--- src/rtl/mdio_slv_pkg.sv ---
package mdio_slv_pkg;
  typedef enum logic [2:0] {
    ST_HUNT,
    ST_START,
    ST_OPC,
    ST_PHY,
    ST_REG,
    ST_TURN,
    ST_DATA
  } frame_st_e;
endpackage

--- src/rtl/mdio_edge_sync.sv ---
module mdio_edge_sync #(
  parameter int SYNC = 2
) (
  input  logic clk_i,
  input  logic rst_ni,
  input  logic mdc_i,
  input  logic mdio_i,
  output logic rise_o,
  output logic fall_o,
  output logic bit_o
);
  logic [SYNC-1:0] mdc_s, dio_s;
  logic            mdc_d;

  always_ff @(posedge clk_i or negedge rst_ni) begin
    if (!rst_ni) begin
      mdc_s <= '0;
      dio_s <= '1;
      mdc_d <= 1'b0;
    end else begin
      mdc_s <= {mdc_s[SYNC-2:0], mdc_i};
      dio_s <= {dio_s[SYNC-2:0], mdio_i};
      mdc_d <= mdc_s[SYNC-1];
    end
  end

  assign rise_o = mdc_s[SYNC-1] & ~mdc_d;
  assign fall_o = ~mdc_s[SYNC-1] & mdc_d;
  assign bit_o  = dio_s[SYNC-1];
endmodule

--- src/rtl/mdio_reg_bank.sv ---
module mdio_reg_bank #(
  parameter int DW    = 16,
  parameter int DEPTH = 32,
  localparam int IW   = $clog2(DEPTH)
) (
  input  logic          clk_i,
  input  logic          rst_ni,
  input  logic          we_i,
  input  logic [IW-1:0] idx_i,
  input  logic [DW-1:0] wdata_i,
  output logic [DW-1:0] rdata_o
);
  logic [DW-1:0] mem_q [DEPTH];

  always_ff @(posedge clk_i or negedge rst_ni) begin
    if (!rst_ni) begin
      for (int i = 0; i < DEPTH; i++) mem_q[i] <= '0;
    end else if (we_i) begin
      mem_q[idx_i] <= wdata_i;
    end
  end

  assign rdata_o = mem_q[idx_i];
endmodule

--- src/rtl/mdio_frame_fsm.sv ---
module mdio_frame_fsm
  import mdio_slv_pkg::*;
#(
  parameter int PRE_LEN = 32,
  parameter int PHY_AW  = 3,
  parameter int REG_AW  = 5,
  parameter int DW      = 16
) (
  input  logic              clk_i,
  input  logic              rst_ni,
  input  logic              bit_vld_i,
  input  logic              bit_i,
  input  logic              mdc_fall_i,
  input  logic [PHY_AW-1:0] phy_addr_i,
  input  logic [DW-1:0]     rd_word_i,
  output logic [REG_AW-1:0] reg_idx_o,
  output logic              wr_en_o,
  output logic [DW-1:0]     wr_data_o,
  output logic              mdio_o,
  output logic              mdio_oe_o,
  output frame_st_e         st_o,
  output logic              rd_op_o,
  output logic              addr_hit_o
);
  localparam int MAXC = (PRE_LEN > DW) ? PRE_LEN : DW;
  localparam int CW   = $clog2(MAXC + 1);
  localparam logic [CW-1:0] PRE_DONE = CW'(PRE_LEN);
  localparam logic [CW-1:0] LAST_OP  = CW'(1);
  localparam logic [CW-1:0] LAST_PHY = CW'(PHY_AW - 1);
  localparam logic [CW-1:0] LAST_REG = CW'(REG_AW - 1);
  localparam logic [CW-1:0] LAST_TA  = CW'(1);
  localparam logic [CW-1:0] LAST_DAT = CW'(DW - 1);

  frame_st_e         st_q;
  logic [CW-1:0]     cnt_q;
  logic [DW-1:0]     sh_q, rd_sh_q, nxt_sh;
  logic [REG_AW-1:0] reg_q;
  logic              rd_q, hit_q, wr_q, oe_q, out_q;
  logic [DW-1:0]     wdat_q;

  assign nxt_sh = {sh_q[DW-2:0], bit_i};

  always_ff @(posedge clk_i or negedge rst_ni) begin
    if (!rst_ni) begin
      st_q    <= ST_HUNT;
      cnt_q   <= '0;
      sh_q    <= '0;
      rd_sh_q <= '0;
      reg_q   <= '0;
      rd_q    <= 1'b0;
      hit_q   <= 1'b0;
      wr_q    <= 1'b0;
      wdat_q  <= '0;
    end else begin
      wr_q <= 1'b0;
      if (bit_vld_i) begin
        unique case (st_q)
          ST_HUNT: begin
            if (bit_i) begin
              if (cnt_q != PRE_DONE) cnt_q <= cnt_q + 1'b1;
            end else begin
              cnt_q <= '0;
              if (cnt_q == PRE_DONE) st_q <= ST_START;
            end
          end
          ST_START: begin
            cnt_q <= '0;
            st_q  <= bit_i ? ST_OPC : ST_HUNT;
          end
          ST_OPC: begin
            sh_q <= nxt_sh;
            if (cnt_q == LAST_OP) begin
              cnt_q <= '0;
              // 10 = read, 01 = write, others abort
              if (nxt_sh[1] ^ nxt_sh[0]) begin
                rd_q <= nxt_sh[1];
                st_q <= ST_PHY;
              end else begin
                st_q <= ST_HUNT;
              end
            end else cnt_q <= cnt_q + 1'b1;
          end
          ST_PHY: begin
            sh_q <= nxt_sh;
            if (cnt_q == LAST_PHY) begin
              cnt_q <= '0;
              hit_q <= (nxt_sh[PHY_AW-1:0] == phy_addr_i);
              st_q  <= ST_REG;
            end else cnt_q <= cnt_q + 1'b1;
          end
          ST_REG: begin
            sh_q <= nxt_sh;
            if (cnt_q == LAST_REG) begin
              cnt_q <= '0;
              reg_q <= nxt_sh[REG_AW-1:0];
              st_q  <= ST_TURN;
            end else cnt_q <= cnt_q + 1'b1;
          end
          ST_TURN: begin
            if (cnt_q == '0) rd_sh_q <= rd_word_i;
            if (cnt_q == LAST_TA) begin
              cnt_q <= '0;
              st_q  <= ST_DATA;
            end else cnt_q <= cnt_q + 1'b1;
          end
          ST_DATA: begin
            sh_q    <= nxt_sh;
            rd_sh_q <= {rd_sh_q[DW-2:0], 1'b0};
            if (cnt_q == LAST_DAT) begin
              cnt_q  <= '0;
              st_q   <= ST_HUNT;
              wr_q   <= ~rd_q & hit_q;
              wdat_q <= nxt_sh;
            end else cnt_q <= cnt_q + 1'b1;
          end
          default: begin
            st_q  <= ST_HUNT;
            cnt_q <= '0;
          end
        endcase
      end
    end
  end

  // launch drive on MDC falling edge so it settles before the next rise
  always_ff @(posedge clk_i or negedge rst_ni) begin
    if (!rst_ni) begin
      oe_q  <= 1'b0;
      out_q <= 1'b0;
    end else if (mdc_fall_i) begin
      oe_q  <= rd_q & hit_q &
               (((st_q == ST_TURN) && (cnt_q == LAST_TA)) || (st_q == ST_DATA));
      out_q <= (st_q == ST_DATA) & rd_sh_q[DW-1];
    end
  end

  assign reg_idx_o  = reg_q;
  assign wr_en_o    = wr_q;
  assign wr_data_o  = wdat_q;
  assign mdio_o     = out_q;
  assign mdio_oe_o  = oe_q;
  assign st_o       = st_q;
  assign rd_op_o    = rd_q;
  assign addr_hit_o = hit_q;
endmodule

--- src/rtl/mdio_slave.sv ---
module mdio_slave
  import mdio_slv_pkg::*;
#(
  parameter int PRE_LEN = 32,
  parameter int PHY_AW  = 3,
  parameter int REG_AW  = 5,
  parameter int DW      = 16,
  parameter int SYNC    = 2,
  localparam int DEPTH  = 1 << REG_AW
) (
  input  logic              clk_i,
  input  logic              rst_ni,
  input  logic              mdc_i,
  input  logic              mdio_i,
  input  logic [PHY_AW-1:0] phy_addr_i,
  output logic              mdio_o,
  output logic              mdio_oe_o,
  output logic              wr_strobe_o,
  output logic [REG_AW-1:0] wr_addr_o,
  output logic [DW-1:0]     wr_data_o
);
  logic              mdc_rise, mdc_fall, smp_bit;
  logic [REG_AW-1:0] reg_idx;
  logic [DW-1:0]     rd_word, wr_word;
  logic              wr_en, rd_op, addr_hit;
  frame_st_e         frame_st;

  mdio_edge_sync #(.SYNC(SYNC)) u_sync (
    .clk_i (clk_i),
    .rst_ni(rst_ni),
    .mdc_i (mdc_i),
    .mdio_i(mdio_i),
    .rise_o(mdc_rise),
    .fall_o(mdc_fall),
    .bit_o (smp_bit)
  );

  mdio_frame_fsm #(
    .PRE_LEN(PRE_LEN), .PHY_AW(PHY_AW), .REG_AW(REG_AW), .DW(DW)
  ) u_fsm (
    .clk_i     (clk_i),
    .rst_ni    (rst_ni),
    .bit_vld_i (mdc_rise),
    .bit_i     (smp_bit),
    .mdc_fall_i(mdc_fall),
    .phy_addr_i(phy_addr_i),
    .rd_word_i (rd_word),
    .reg_idx_o (reg_idx),
    .wr_en_o   (wr_en),
    .wr_data_o (wr_word),
    .mdio_o    (mdio_o),
    .mdio_oe_o (mdio_oe_o),
    .st_o      (frame_st),
    .rd_op_o   (rd_op),
    .addr_hit_o(addr_hit)
  );

  mdio_reg_bank #(.DW(DW), .DEPTH(DEPTH)) u_regs (
    .clk_i  (clk_i),
    .rst_ni (rst_ni),
    .we_i   (wr_en),
    .idx_i  (reg_idx),
    .wdata_i(wr_word),
    .rdata_o(rd_word)
  );

  assign wr_strobe_o = wr_en;
  assign wr_addr_o   = reg_idx;
  assign wr_data_o   = wr_word;
endmodule

--- config.mk ---
export PLATFORM = sky130hd
export DESIGN_NAME = mdio_slave
export DESIGN_NICKNAME = d
export VERILOG_FILES = /design/src/rtl/mdio_slv_pkg.sv /design/src/rtl/mdio_edge_sync.sv /design/src/rtl/mdio_reg_bank.sv /design/src/rtl/mdio_frame_fsm.sv /design/src/rtl/mdio_slave.sv
export SDC_FILE = /design/constraint.sdc
export NUM_CORES = 1
export LEC_CHECK = 0
export BUFFER_PORTS_ARGS = -buffer_cell sky130_fd_sc_hd__clkbuf_2
export CORE_ASPECT_RATIO = 2
export CORE_MARGIN = 4
export CORE_UTILIZATION = 50
export CTS_CLUSTER_DIAMETER = 100
export DETAILED_ROUTE_END_ITERATION = 10
export HOLD_SLACK_MARGIN = 0.12
export PLACE_DENSITY = 0.7
export SETUP_SLACK_MARGIN = 0.3
export SYNTH_ARGS = -nofsm -noshare
export SYNTH_HDL_FRONTEND = slang
export SYNTH_SLANG_ARGS = --single-unit
--- constraint.sdc ---
create_clock -name clk_i -period 5.6 [get_ports clk_i]
set_input_delay 1.12 -clock clk_i [delete_from_list [all_inputs] [get_ports clk_i]]
set_output_delay 1.12 -clock clk_i [all_outputs]
set_load 0.1 [all_outputs]
==> flow_metrics.py <==
metrics = {
    "status": {
        "status": "finished, final reports clean",
    },
    "synth": {
        "syn_avg_cell_area_um2": 14.22,
        "synthAdderAreaFrac_pct": 0.1873,
        "synth_top_area_share_pct": 54.41,
        "synthXorXnorAreaFrac_pct": 0.1311,
        "yosysSeqAreaShare_pct": 54.61,
        "synth-main-ff-cell": "dfrtp_1",
        "synth_most_common_cell": "dfrtp_1",
        "yosys_warnings": 0,
        "synth_edf_count": 0,
        "synth_mux_area_share_pct": 33.20,
        "yosys-top-cells-count": "dfrtp_1, mux2_2, mux2i_1, o22ai_1, clkbuf_1",
        "synth_fp_nets": 1890,
        "synth_seq_cells": 583,
        "synth.cell_area_um2": 26720,
        "synth_top_family_by_area": "multiplexers",
        "syn_inst": 1879,
        "synth_cell_type_count": 71,
        "yosys.area.top_type": "dfrtp_1",
        "synthSimpleGateAreaFrac_pct": 4.463,
        "synth_compound_area_share_pct": 4.144,
        "ys_top_cells_by_area": "dfrtp_1, mux2_2, mux2i_1, mux4_2, o22ai_1",
        "synthArstFlopShare_pct": 100.0,
    },
    "flow_run": {
        "cap_violations": 0,
    },
    "timing": {
        "hold_viol": 0,
        "min_period_over_period_pct": 65.00,
        "rsz0062_at_grt": "false",
        "tightest_slew_ns": 1.188,
        "finalCriticalPeriod_ns": 3.640,
        "fin_hold_ws_ns": 0.3596,
        "setup_tns_ns": 0,
        "fmaxAchievable_ghz": 0.2747,
        "setup_viol": 0,
        "slew_viol_final": 0,
        "slew_headroom_pct": 20.73,
        "finClkSkew_ns": 0.02039,
    },
    "cts": {
        "cts_setup_buffers": 0,
        "clk_pin_slew_worst_paths_ns": 0.07,
        "cts_inserted_buffers": 48,
        "postCtsResizedCells": 0,
        "clkSinkCount": 583,
        "clkLatencyLatePin_ns": 0.60,
        "cts_max_path_buffers": 3,
        "htreeDepth": 2,
        "cts_tree": "built",
        "cts.hold.buffers_added": 0,
        "clockRootBuffer": "clkbuf_16",
    },
    "power": {
        "seq_power_share_pct": 54.3,
        "internal_power_mw": 6.144,
        "swShare_pct": 21.52,
        "p_clk_share_pct": 43.9,
        "peakVddDrop_uv": 195.7,
        "switchingPower_mw": 1.685,
        "pwr-share-comb_pct": 1.8,
        "p_leak_nw": 13.30,
        "powerDensity_nw_per_um2": 271.5,
    },
    "floorplan": {
        "row_count": 119,
        "core_um2": 52860,
        "die_w_um": 171.5,
        "io-pin-count": 31,
        "die_h_um": 334.9,
        "die-area_um2": 57430,
        "initial_core_util_pct": 50.55,
    },
    "routing": {
        "vias": 16120,
        "drt_iter0_drc": 1208,
        "ant_nets": 0,
        "drc": 0,
        "drt_wl_total_um": 73610,
        "drtPass1Iterations": 5,
        "via_per_inst": 6.345,
        "wl_per_cell_um": 28.98,
    },
    "layout": {
        "diodes": 0,
        "regArea_um2": 14600,
        "areaGrowthSynthToFinish_pct": 7.909,
        "drive_gt1_share_pct": 42.19,
        "fin_area_um2": 28830,
        "fin_nets": 1846,
        "nFillCells": 4305,
        "multi_input_area_um2": 11260,
    },
    "min_path": {
        "hp-class": "flip-flop to flip-flop",
    },
    "setup_path": {
        "path_max_fanout": 27,
        "crit_type": "flip-flop to flip-flop",
        "end_kind": "flip-flop",
        "crit_arrival_ns": 4.11,
        "worstSetupStartpointType": "flip-flop",
        "required_ns": 6.07,
    },
    "placed_design": {
        "placed_area_um2": 27230,
        "hpwlAfterDp_um": 48770,
        "numPortBuffers": 30,
        "place.gp.congestion": 0.9180,
    },
    "global_route": {
        "grt_pass1_vias": 17130,
        "track_usage_pct": 25.79,
        "grt_pass1_wl_um": 109900,
        "grt.overflow.total": 0,
        "grt_max_degree": 153,
        "antenna_found_initial": 2,
    },
}
[sequential cells by signal (all words and copies together) (netlist names)]
| signal | count |
|---|---|
| u_fsm.rd_sh_q | 16 |
| u_sync.dio_s | 2 |
| u_fsm.reg_idx_o | 5 |
| u_fsm.mdio_oe_o | 1 |
| u_fsm.addr_hit_o | 1 |
| u_sync.mdc_d | 1 |
| u_fsm.cnt_q | 6 |
| u_fsm.mdio_o | 1 |
| u_fsm.rd_op_o | 1 |
| u_regs.mem_q | 512 |
| u_sync.mdc_s | 2 |
| u_fsm.wr_en_o | 1 |
| u_fsm.wr_data_o | 16 |
| u_fsm.st_o | 3 |
| u_fsm.sh_q | 15 |
[critical path, stage by stage (launching register included)]
cell	delay (ns)
dfrtp_1	0.90
nor2b_1	0.98
nor2b_1	0.69
nand2_2	0.53
mux2_2	0.42
[metal layers]
metal	up-vias	GRT usage, %	wire (µm)
met2	490	45.70	38630
met5	-	0	0
met4	0	17.04	5956
met1	8600	28.17	25740
li1	6822	-	-
met3	204	3.751	3283
[area by class of cell]
type	instances	area share [%]
Sequential cell	583	50.64
Multi-Input combinational cell	1127	39.05
Clock buffer	80	5.246
Tap cell	665	2.886
Timing Repair Buffer	70	1.814
Clock inverter	10	0.2951
Inverter	5	0.06509
[path summary, 6_finish.rpt]
path	start	cells after the start	end	slack, ns
worst max-delay path	u_fsm.reg_idx_o[4]$_DFFE_PN0P_	4	u_regs.mem_q[252]$_DFFE_PN0P_	1.96
worst min-delay path	u_sync.dio_s[0]$_DFF_PN1_	0	u_sync.dio_s[1]$_DFF_PN1_	0.36
worst max register to register	u_fsm.reg_idx_o[4]$_DFFE_PN0P_	4	u_regs.mem_q[252]$_DFFE_PN0P_	1.96
worst min register to register	u_sync.dio_s[0]$_DFF_PN1_	0	u_sync.dio_s[1]$_DFF_PN1_	0.36
max in group asynchronous	rst_ni	2	u_regs.mem_q[448]$_DFFE_PN0P_	3.78
min in group asynchronous	rst_ni	1	u_fsm.sh_q[9]$_DFFE_PN0P_	0.51
[cell families (layout without fill, tap and decap cells)]
group                    count (synthesis)  in the layout
adder cells (fa/ha/maj)                  4              4
AO/OA/AOI/OAI                          159            159
AND/OR/NAND/NOR                        199            199
multiplexers                           761            761
flip-flops                             583            583
buffers and inverters                  169            165
XOR/XNOR                                 4              4
[power groups by stage]
stage | Clock (mW) | Combinational [mW] | Sequential (mW)
3_5_place_dp | 0 | 0.149 | 4.33
3_3_place_gp | 0 | 0.142 | 4.33
6_report | 3.44 | 0.144 | 4.25
2_1_floorplan | 0 | 0.0646 | 4.31
4_1_cts | 3.50 | 0.150 | 4.25
5_1_grt | 3.64 | 0.166 | 4.25
[per-stage QoR]
| stage | worst slack (ns) | total power, mW | std cells | util [%] |
|---|---|---|---|---|
| floorplan | 2.850 | 4.373 | 1879 | - |
| global placement | 2.137 | 4.470 | 2450 | 51.53 |
| detailed placement | 2.086 | 4.478 | 2450 | 51.53 |
| CTS | 2.080 | 7.896 | 2540 | 54.55 |
| global route | 1.816 | 8.053 | 2540 | 54.55 |
| finish | 1.960 | 7.829 | 2540 | 54.55 |
[cell usage in the layout, fill, tap and decap left out, types with 6 or more instances in the layout]
cell | netlist | layout
nand2_2 | 10 | 10
and3_1 | 8 | 8
mux4_2 | 45 | 45
a21oi_1 | 6 | 6
clkbuf_2 | 2 | 29
clkbuf_1 | 74 | 14
a221oi_1 | 10 | 10
dfrtp_1 | 581 | 575
nand4_1 | 7 | 7
buf_4 | 39 | 35
a211oi_1 | 10 | 10
mux2i_1 | 167 | 167
nor2b_1 | 7 | 7
nand2_1 | 28 | 28
o22ai_1 | 84 | 84
clkbuf_16 | 0 | 49
a22o_1 | 10 | 10
nand3_1 | 12 | 12
nor2_2 | 14 | 14
clkinv_2 | 0 | 6
nor3_1 | 28 | 28
clkbuf_8 | 0 | 17
o21ai_0 | 11 | 11
nor2_1 | 32 | 32
mux2_2 | 548 | 548
No activity file was read; power rests on OpenSTA's default activity.
